--- src/rtl/ptp_tod_pkg.sv ---
package ptp_tod_pkg;
  localparam int REG_ADDR_W = 3;

  typedef enum logic [REG_ADDR_W-1:0] {
    REG_CTRL    = 3'd0,
    REG_TIME_LO = 3'd1,
    REG_TIME_HI = 3'd2,
    REG_INC_LO  = 3'd3,
    REG_INC_HI  = 3'd4
  } reg_sel_e;

  localparam int CTRL_EN_BIT = 0;
endpackage

--- src/rtl/ptp_tod_regport.sv ---
module ptp_tod_regport
  import ptp_tod_pkg::*;
#(
  parameter int            WORD_W    = 32,
  parameter logic [63:0]   INC_RESET = 64'h0000_0001_9999_9999,
  localparam int           DWORD_W   = 2 * WORD_W
) (
  input  logic                  clk,
  input  logic                  rst,
  input  logic                  wr_en,
  input  logic                  rd_en,
  input  logic [REG_ADDR_W-1:0] addr,
  input  logic [WORD_W-1:0]     wdata,
  input  logic [DWORD_W-1:0]    live_time,
  output logic [WORD_W-1:0]     rdata,
  output logic                  rvalid,
  output logic                  en_q,
  output logic [DWORD_W-1:0]    inc_q,
  output logic                  time_ld,
  output logic [DWORD_W-1:0]    time_ld_val
);

  logic [WORD_W-1:0]  time_stage_q;
  logic [WORD_W-1:0]  inc_stage_q;
  logic [DWORD_W-1:0] snap_q;

  logic wr_ctrl, wr_tlo, wr_thi, wr_ilo, wr_ihi;
  logic rd_tlo;

  always_comb begin
    wr_ctrl = wr_en && (addr == REG_CTRL);
    wr_tlo  = wr_en && (addr == REG_TIME_LO);
    wr_thi  = wr_en && (addr == REG_TIME_HI);
    wr_ilo  = wr_en && (addr == REG_INC_LO);
    wr_ihi  = wr_en && (addr == REG_INC_HI);
    rd_tlo  = rd_en && (addr == REG_TIME_LO);
  end

  assign time_ld     = wr_thi;
  assign time_ld_val = {wdata, time_stage_q};

  // write side: staging words and committed control state
  always_ff @(posedge clk) begin
    if (rst) begin
      en_q         <= 1'b0;
      time_stage_q <= '0;
      inc_stage_q  <= '0;
      inc_q        <= INC_RESET[DWORD_W-1:0];
    end else begin
      if (wr_ctrl) en_q         <= wdata[CTRL_EN_BIT];
      if (wr_tlo)  time_stage_q <= wdata;
      if (wr_ilo)  inc_stage_q  <= wdata;
      if (wr_ihi)  inc_q        <= {wdata, inc_stage_q};
    end
  end

  // read side: snapshot on low-word read, registered return data
  logic [WORD_W-1:0] rd_mux;

  always_comb begin
    rd_mux = '0;
    if (addr == REG_CTRL)         rd_mux[CTRL_EN_BIT] = en_q;
    else if (addr == REG_TIME_LO) rd_mux = live_time[WORD_W-1:0];
    else if (addr == REG_TIME_HI) rd_mux = snap_q[DWORD_W-1:WORD_W];
    else if (addr == REG_INC_LO)  rd_mux = inc_q[WORD_W-1:0];
    else if (addr == REG_INC_HI)  rd_mux = inc_q[DWORD_W-1:WORD_W];
  end

  always_ff @(posedge clk) begin
    if (rst) begin
      snap_q <= '0;
      rdata  <= '0;
      rvalid <= 1'b0;
    end else begin
      rvalid <= rd_en;
      if (rd_en)  rdata  <= rd_mux;
      if (rd_tlo) snap_q <= live_time;
    end
  end

endmodule

--- src/rtl/ptp_tod_core.sv ---
module ptp_tod_core #(
  parameter int NS_W   = 64,
  parameter int INT_W  = 32,
  parameter int FRAC_W = 32
) (
  input  logic              clk,
  input  logic              rst,
  input  logic              en,
  input  logic [INT_W-1:0]  inc_int,
  input  logic [FRAC_W-1:0] inc_frac,
  input  logic              ld,
  input  logic [NS_W-1:0]   ld_val,
  output logic [NS_W-1:0]   ns_q
);

  logic [FRAC_W-1:0] frac_q;
  logic [FRAC_W:0]   frac_sum;
  logic [NS_W-1:0]   ns_next;

  always_comb begin
    frac_sum = {1'b0, frac_q} + {1'b0, inc_frac};
    ns_next  = ns_q + NS_W'(inc_int) + NS_W'(frac_sum[FRAC_W]);
  end

  // a commit overrides a tick in the same cycle
  always_ff @(posedge clk) begin
    if (rst) begin
      ns_q   <= '0;
      frac_q <= '0;
    end else if (ld) begin
      ns_q   <= ld_val;
      frac_q <= '0;
    end else if (en) begin
      ns_q   <= ns_next;
      frac_q <= frac_sum[FRAC_W-1:0];
    end
  end

endmodule

--- src/rtl/ptp_tod_counter.sv ---
module ptp_tod_counter
  import ptp_tod_pkg::*;
#(
  parameter int          WORD_W    = 32,
  parameter logic [63:0] INC_RESET = 64'h0000_0001_9999_9999,
  localparam int         NS_W      = 2 * WORD_W
) (
  input  logic                  clk,
  input  logic                  rst,
  input  logic                  wr_en,
  input  logic                  rd_en,
  input  logic [REG_ADDR_W-1:0] addr,
  input  logic [WORD_W-1:0]     wdata,
  output logic [WORD_W-1:0]     rdata,
  output logic                  rvalid,
  output logic [NS_W-1:0]       tod_ns
);

  logic            en_q;
  logic [NS_W-1:0] inc_q;
  logic            time_ld;
  logic [NS_W-1:0] time_ld_val;

  ptp_tod_regport #(
    .WORD_W    (WORD_W),
    .INC_RESET (INC_RESET)
  ) u_regs (
    .clk         (clk),
    .rst         (rst),
    .wr_en       (wr_en),
    .rd_en       (rd_en),
    .addr        (addr),
    .wdata       (wdata),
    .live_time   (tod_ns),
    .rdata       (rdata),
    .rvalid      (rvalid),
    .en_q        (en_q),
    .inc_q       (inc_q),
    .time_ld     (time_ld),
    .time_ld_val (time_ld_val)
  );

  ptp_tod_core #(
    .NS_W   (NS_W),
    .INT_W  (WORD_W),
    .FRAC_W (WORD_W)
  ) u_core (
    .clk      (clk),
    .rst      (rst),
    .en       (en_q),
    .inc_int  (inc_q[NS_W-1:WORD_W]),
    .inc_frac (inc_q[WORD_W-1:0]),
    .ld       (time_ld),
    .ld_val   (time_ld_val),
    .ns_q     (tod_ns)
  );

endmodule

--- config.mk ---
export PLATFORM = sky130hd
export DESIGN_NAME = ptp_tod_counter
export DESIGN_NICKNAME = d
export VERILOG_FILES = /design/src/rtl/ptp_tod_pkg.sv /design/src/rtl/ptp_tod_regport.sv /design/src/rtl/ptp_tod_core.sv /design/src/rtl/ptp_tod_counter.sv
export SDC_FILE = /design/constraint.sdc
export NUM_CORES = 1
export LEC_CHECK = 0
export BUFFER_PORTS_ARGS = -buffer_cell sky130_fd_sc_hd__clkbuf_2
export CAP_MARGIN = 10
export CORE_ASPECT_RATIO = 2
export CORE_MARGIN = 4
export CORE_UTILIZATION = 54
export CTS_BUF_LIST = sky130_fd_sc_hd__clkbuf_4 sky130_fd_sc_hd__clkbuf_8 sky130_fd_sc_hd__clkbuf_16
export DETAILED_ROUTE_END_ITERATION = 10
export GPL_TIMING_DRIVEN = 0
export PLACE_DENSITY = 0.75
export SLEW_MARGIN = 20
export SYNTH_ARGS = -nofsm -noshare
export SYNTH_HDL_FRONTEND = slang
export SYNTH_SLANG_ARGS = --single-unit
--- constraint.sdc ---
create_clock -name clk -period 5.3 [get_ports clk]
set_clock_uncertainty 0.15 [all_clocks]
set_input_delay 0 -clock clk [delete_from_list [all_inputs] [get_ports clk]]
set_output_delay 0 -clock clk [all_outputs]
set_load 0.05 [all_outputs]
### Word-level counts from Yosys, hierarchy flattened

Cells that the tools add are included.

| storage, ports and cells | value |
|---|---|
| bits in registers | 322 |
| input port bits | 39 |
| logic and storage cells | 33 |

| operators by class | value |
|---|---|
| $add $sub $neg | 3 |
| equal/unequal tests | 4 |
| muxes and demuxes | 8 |
| reductions and logical operators | 9 |

Operators with widths:

| cell | count |
|---|---|
| 2-to-1 mux 32 bit | 4 |
| 2-to-1 mux 64 bit | 2 |
| adder 64 x 1 -> 64 bit | 1 |
| adder 64 x 32 -> 64 bit | 1 |
| adder 32 x 32 -> 33 bit | 1 |
| 2-to-1 mux 31 bit | 1 |
| equality test 3 x 2 -> 1 bit (second input constant) | 2 |
| logical AND 1 bit | 6 |
| equality test 3 x 1 -> 1 bit (second input constant) | 1 |
| equality test 3 bit (second input constant) | 1 |
| logical NOT 3 bit | 1 |
| nonzero test 2 bit | 1 |
| OR reduction 2 bit | 1 |
| 2-to-1 mux 1 bit | 1 |

### Longest topological paths before layout

| depth | value |
|---|---|
| depth after elaboration | 6 |
| mapped depth | 22 |
| gate-level depth less buffers | 21 |

### Hierarchy

A second synthesis with hierarchy kept.

| second synthesis, totals | value |
|---|---|
| cells, all modules | 2035 |
| area, all modules | 15989.1 µm² |

By module, submodules not included:

| module | instances | cells an instance | area each (µm²) | seq. area each (µm²) |
|---|---|---|---|---|
| ptp_tod_regport | 1 | 1009 | 8037.7 | 3883.7 |
| ptp_tod_core | 1 | 1026 | 7951.4 | 1921.8 |

### Least setup slack after synthesis

No wires, ideal clock.

| timing path | value |
|---|---|
| path kind | register to register |
| start point | register u_regs.inc_q[0] |
| end point | register u_core.ns_q[48] |
| library setup time | 86 ps |
| data arrival time | 4782 ps |
| path slack | 282 ps |
| cell stages (with the launch flop) | 23 |
| buffers on the path | 1 |
| clock period less this slack | 5018 ps |
| path through | dfxtp_1 > ha_1 > fa_1 > a211oi_1 > o21ai_0 > a21o_1 > o311a_1 > o211ai_1 > a31oi_1 > a21o_1 > a21oi_1 > fa_1 > fa_1 > nand2b_1 > a21oi_1 > o21ai_1 > a31oi_2 > a311o_2 > and3_1 > buf_2 > o2111ai_1 > xor2_1 > a211oi_1 |

| on the way | value |
|---|---|
| cells in the longest elaborated chain, start to end | 4 |

Ends and longest elaborated chain:

| item | RTL line | text |
|---|---|---|
| from (decl) | ptp_tod_regport.sv:18 | `output logic [DWORD_W-1:0] inc_q,` |
| from (signal assigned) | ptp_tod_regport.sv:48 | `inc_q <= INC_RESET[DWORD_W-1:0];` |
| from (signal assigned) | ptp_tod_regport.sv:53 | `if (wr_ihi) inc_q <= {wdata, inc_stage_q};` |
| adder 32 x 32 -> 33 bit | ptp_tod_core.sv:21 | `frac_sum = {1'b0, frac_q} + {1'b0, inc_frac};` |
| adder 64 x 1 -> 64 bit | ptp_tod_core.sv:22 | `ns_next = ns_q + NS_W'(inc_int) + NS_W'(frac_sum[FRAC_W]);` |
| 2-to-1 mux 64 bit | ptp_tod_core.sv:33 | `end else if (en) begin` |
| 2-to-1 mux 64 bit | ptp_tod_core.sv:30 | `end else if (ld) begin` |
| to (signal assigned) | ptp_tod_core.sv:31 | `ns_q <= ld_val;` |
| to (signal assigned) | ptp_tod_core.sv:34 | `ns_q <= ns_next;` |
| to (decl) | ptp_tod_core.sv:13 | `output logic [NS_W-1:0] ns_q` |

Every way passes these cells. The select of a mux whose other input is x is not followed.
A chain may end at the register's enable or synchronous reset.

### Worst setup path after layout

| timing path | value |
|---|---|
| start point | register u_regs.inc_q[0] |
| end point | register u_core.ns_q[60] |

The elaborated chain is that of the path after synthesis.

==> metrics.md <==
| Metric | Value |
|---|---|
| Synth warn | 0 |
| Die area | 30530 um2 |
| RSZ-0062 raised after global routing | true |
| Wire per inst | 23.50 um |
| Fin util | 66.99% |
| Synth Cell Area | 14930 um2 |
| Io pins | 136 |
| Hold_ws | 55.52 ps |
| DR pass1 iterations | 6 |
| Number of library cell types mapped by synthesis | 76 |
| Startpoint types | register |
| Req. time, crit path | 5600 ps |
| Final ANT Viol Nets | 0 |
| Seq/Total Area, Yosys | 38.89% |
| Final worst path period need | 5497 ps |
| Final cell area excluding filler cells | 18170 um2 |
| Vias post-DR | 15757 |
| Crit-path max FO | 7 |
| Hold WC Path Type | in2reg |
| Core area | 27120 um2 |
| Ys flop type | dfxtp_1 |
| Final number of setup-violating endpoints | 21 |
| Initial antenna violation count | 3 |
| Clock root buffer | clkbuf_16 |
| Syn_area_per_cell | 7.746 um2 |
| First-pass GRT wire length | 87860 um |
| VDD IR-drop max | 0.0002386 V |
| DP HPWL | 44470 um |
| CP arrival | 5800 ps |
| Max clock buf depth | 3 |
| Initial Util | 55.04% |
| Top cell type's share of synthesized area | 38.89% |
| Area contributors post-synth | dfxtp_1, nand2_1, a21oi_1 |
| TritonCTS clock tree | yes |
| CP Capture Type | register |
| Fill cells | 2397 |
| Syn Inst Count | 1927 |
| Remaining Overflow, GRT | 0 |
| DRT iter0 DRCs | 1243 |
| Placer Congestion | 1.014 |
| Seq cells post-synth | 290 |
| Final WL | 59640 um |
| Most frequent cell after synthesis | nand2_1 |
| Skew-Pair Late Insertion Delay | 560 ps |
| Synth top cells by count | nand2_1, dfxtp_1, a21oi_1 |
| H-tree depth | 1 |
| Pwr/cell area | 272.6 nW/um2 |
| Max-Cap Viols | 0 |
| Final nets | 2274 |
| Ratio of final minimum period to clock period | 103.7% |
| TritonCTS Buffers | 27 |
| EDFF count, synth | 0 |
| Clk sinks | 290 |
| Die Ht | 243.1 um |
| Largest net degree at the start of global routing | 17 |
| Vias in the first global route | 15640 |
| Final Hold Fails | 0 |
| Failing checks | negative setup slack |
| Drt drc | 0 |
| Setup ws final | -196.7 ps |
| Fmax | 181.9 MHz |
| Slew @ Worst Pin | 1206 ps |
| Async SR Flop Fraction | 0% |
| Vias/cell | 6.208 |
| Area Growth Syn to Fin | 21.71% |
| Dominant cell type by area after synthesis | dfxtp_1 |
| Rows | 85 |
| Critical path type | reg2reg |
| Leakage power | 0.006969 uW |
| Syn Nets | 2032 |
| All-layer global routing usage | 36.94% |
| Placed cell area | 16020 um2 |
| Relative slew slack | 19.60% |
| Slack of the worst reg-to-reg path | -200 ps |
| Fin. max-slew vios | 0 |
| Input/output buffers | 132 |
| Layout cells sized above 1 | 14.98% |
| Status | finished, violations left |
| Horiz. Die Dim | 125.6 um |
| Clock Pin Slew Worst Setup and Hold Paths | 70 ps |
| Final TNS setup | -2846 ps |
[repair_timing]
item | in CTS | in global routing
gates resized for setup | 44 | 63
endpoints found under the setup margin | 55 | 52
buffers inserted | 36 | 14
hold endpoints to repair | 134 | 0
hold buffers | 35 | 0
pin swaps | 21 | 51
[where the power goes]
group | total, uW | switching (uW) | internal (uW)
registers | 2280 | 52.7 | 2230
clock network | 2120 | 928 | 1190
logic | 555 | 398 | 156
total | 4950 | 1380 | 3570
[final timing paths]
path | end | startpoint | cells past startpoint
max | u_core.ns_q[60] | u_regs.inc_q[0] | 21
min | u_regs.rdata[0] | addr[0] | 5
max reg2reg | u_core.ns_q[60] | u_regs.inc_q[0] | 21
min reg2reg | u_regs.inc_q[6] | u_regs.inc_stage_q[6] | 2
[layout by cell type (no fill, tap or decap), types with 35 or more instances in the layout]
| cell | count |
|---|---|
| dlygate4sd3_1 | 35 |
| o211ai_1 | 43 |
| nand3_1 | 49 |
| ha_1 | 50 |
| a211oi_1 | 52 |
| nor2_1 | 123 |
| a21oi_1 | 248 |
| buf_4 | 44 |
| xor2_1 | 43 |
| nand2b_1 | 36 |
| nand2_1 | 449 |
| clkbuf_1 | 115 |
| dfxtp_1 | 277 |
| clkbuf_2 | 132 |
| o21ai_0 | 63 |
[stage by stage]
step	setup slack (ps)	std cells	power, uW
after floorplan	282.1	1927	2636
after CTS	-18.15	2525	4918
after global placement	-1265	2407	2824
after detailed placement	-1301	2407	2831
after global routing	-307.1	2538	5053
final	-196.7	2538	4952
[cells by family (layout without fill, tap and decap cells)]
logic type | count (synthesis) | after routing | share of synthesized area [%]
buf+inv | 155 | 417 | 4.023
simple gates | 741 | 741 | 21.06
mux | 24 | 24 | 1.651
flops | 290 | 290 | 38.89
fa+ha+maj | 66 | 66 | 5.683
compound gates | 577 | 577 | 24.35
other cells | 0 | 1 | 0
xor+xnor | 74 | 74 | 4.342
[registers in the layout, summed over array words and instances (netlist names)]
register	cells
u_core.frac_q	32
u_regs.rvalid	1
u_regs.inc_stage_q	32
u_regs.time_stage_q	32
u_regs.snap_q	32
u_regs.rdata	32
u_regs.inc_q	64
u_core.ns_q	64
u_regs.en_q	1
[layer usage]
| layer | global-route usage, % | up-vias | part of all wire (%) |
|---|---|---|---|
| met5 | 0 | - | 0.013 |
| met4 | 28.99 | 2 | 9.1 |
| met3 | 5.281 | 312 | 6.9 |
| met2 | 66.32 | 826 | 50 |
| met1 | 37.64 | 7386 | 34 |
| li1 | - | 7231 | - |
[critical path, stage by stage (launching register included)]
cell and delay, ps:
dfxtp_4 360, ha_4 170, fa_2 380, a211oi_4 250
o21ai_2 120, a21o_1 230, o311a_4 330, o211ai_1 330
a31oi_2 160, a21o_1 250, a21oi_4 200, fa_2 290
fa_2 230, nand2b_4 150, a21oi_4 70, o21ai_4 200
a31oi_4 130, a311o_2 460, and3_4 230, o21ai_4 330
o21ai_1 100, a311oi_1 270
[layout make-up]
type | instances | area, um2 | area share (%)
Sequential cell | 290 | 5827 | 32.07
Inverter | 27 | 101.3 | 0.5579
Timing Repair Buffer | 215 | 1386 | 7.631
Antenna cell | 1 | 2.502 | 0.01377
Buffer | 126 | 506.7 | 2.789
Multi-Input combinational cell | 1482 | 8970 | 49.37
Tap cell | 348 | 435.4 | 2.397
Clock inverter | 17 | 206.4 | 1.136
Clock buffer | 32 | 732.0 | 4.029
(Power assumes the default switching activity.)
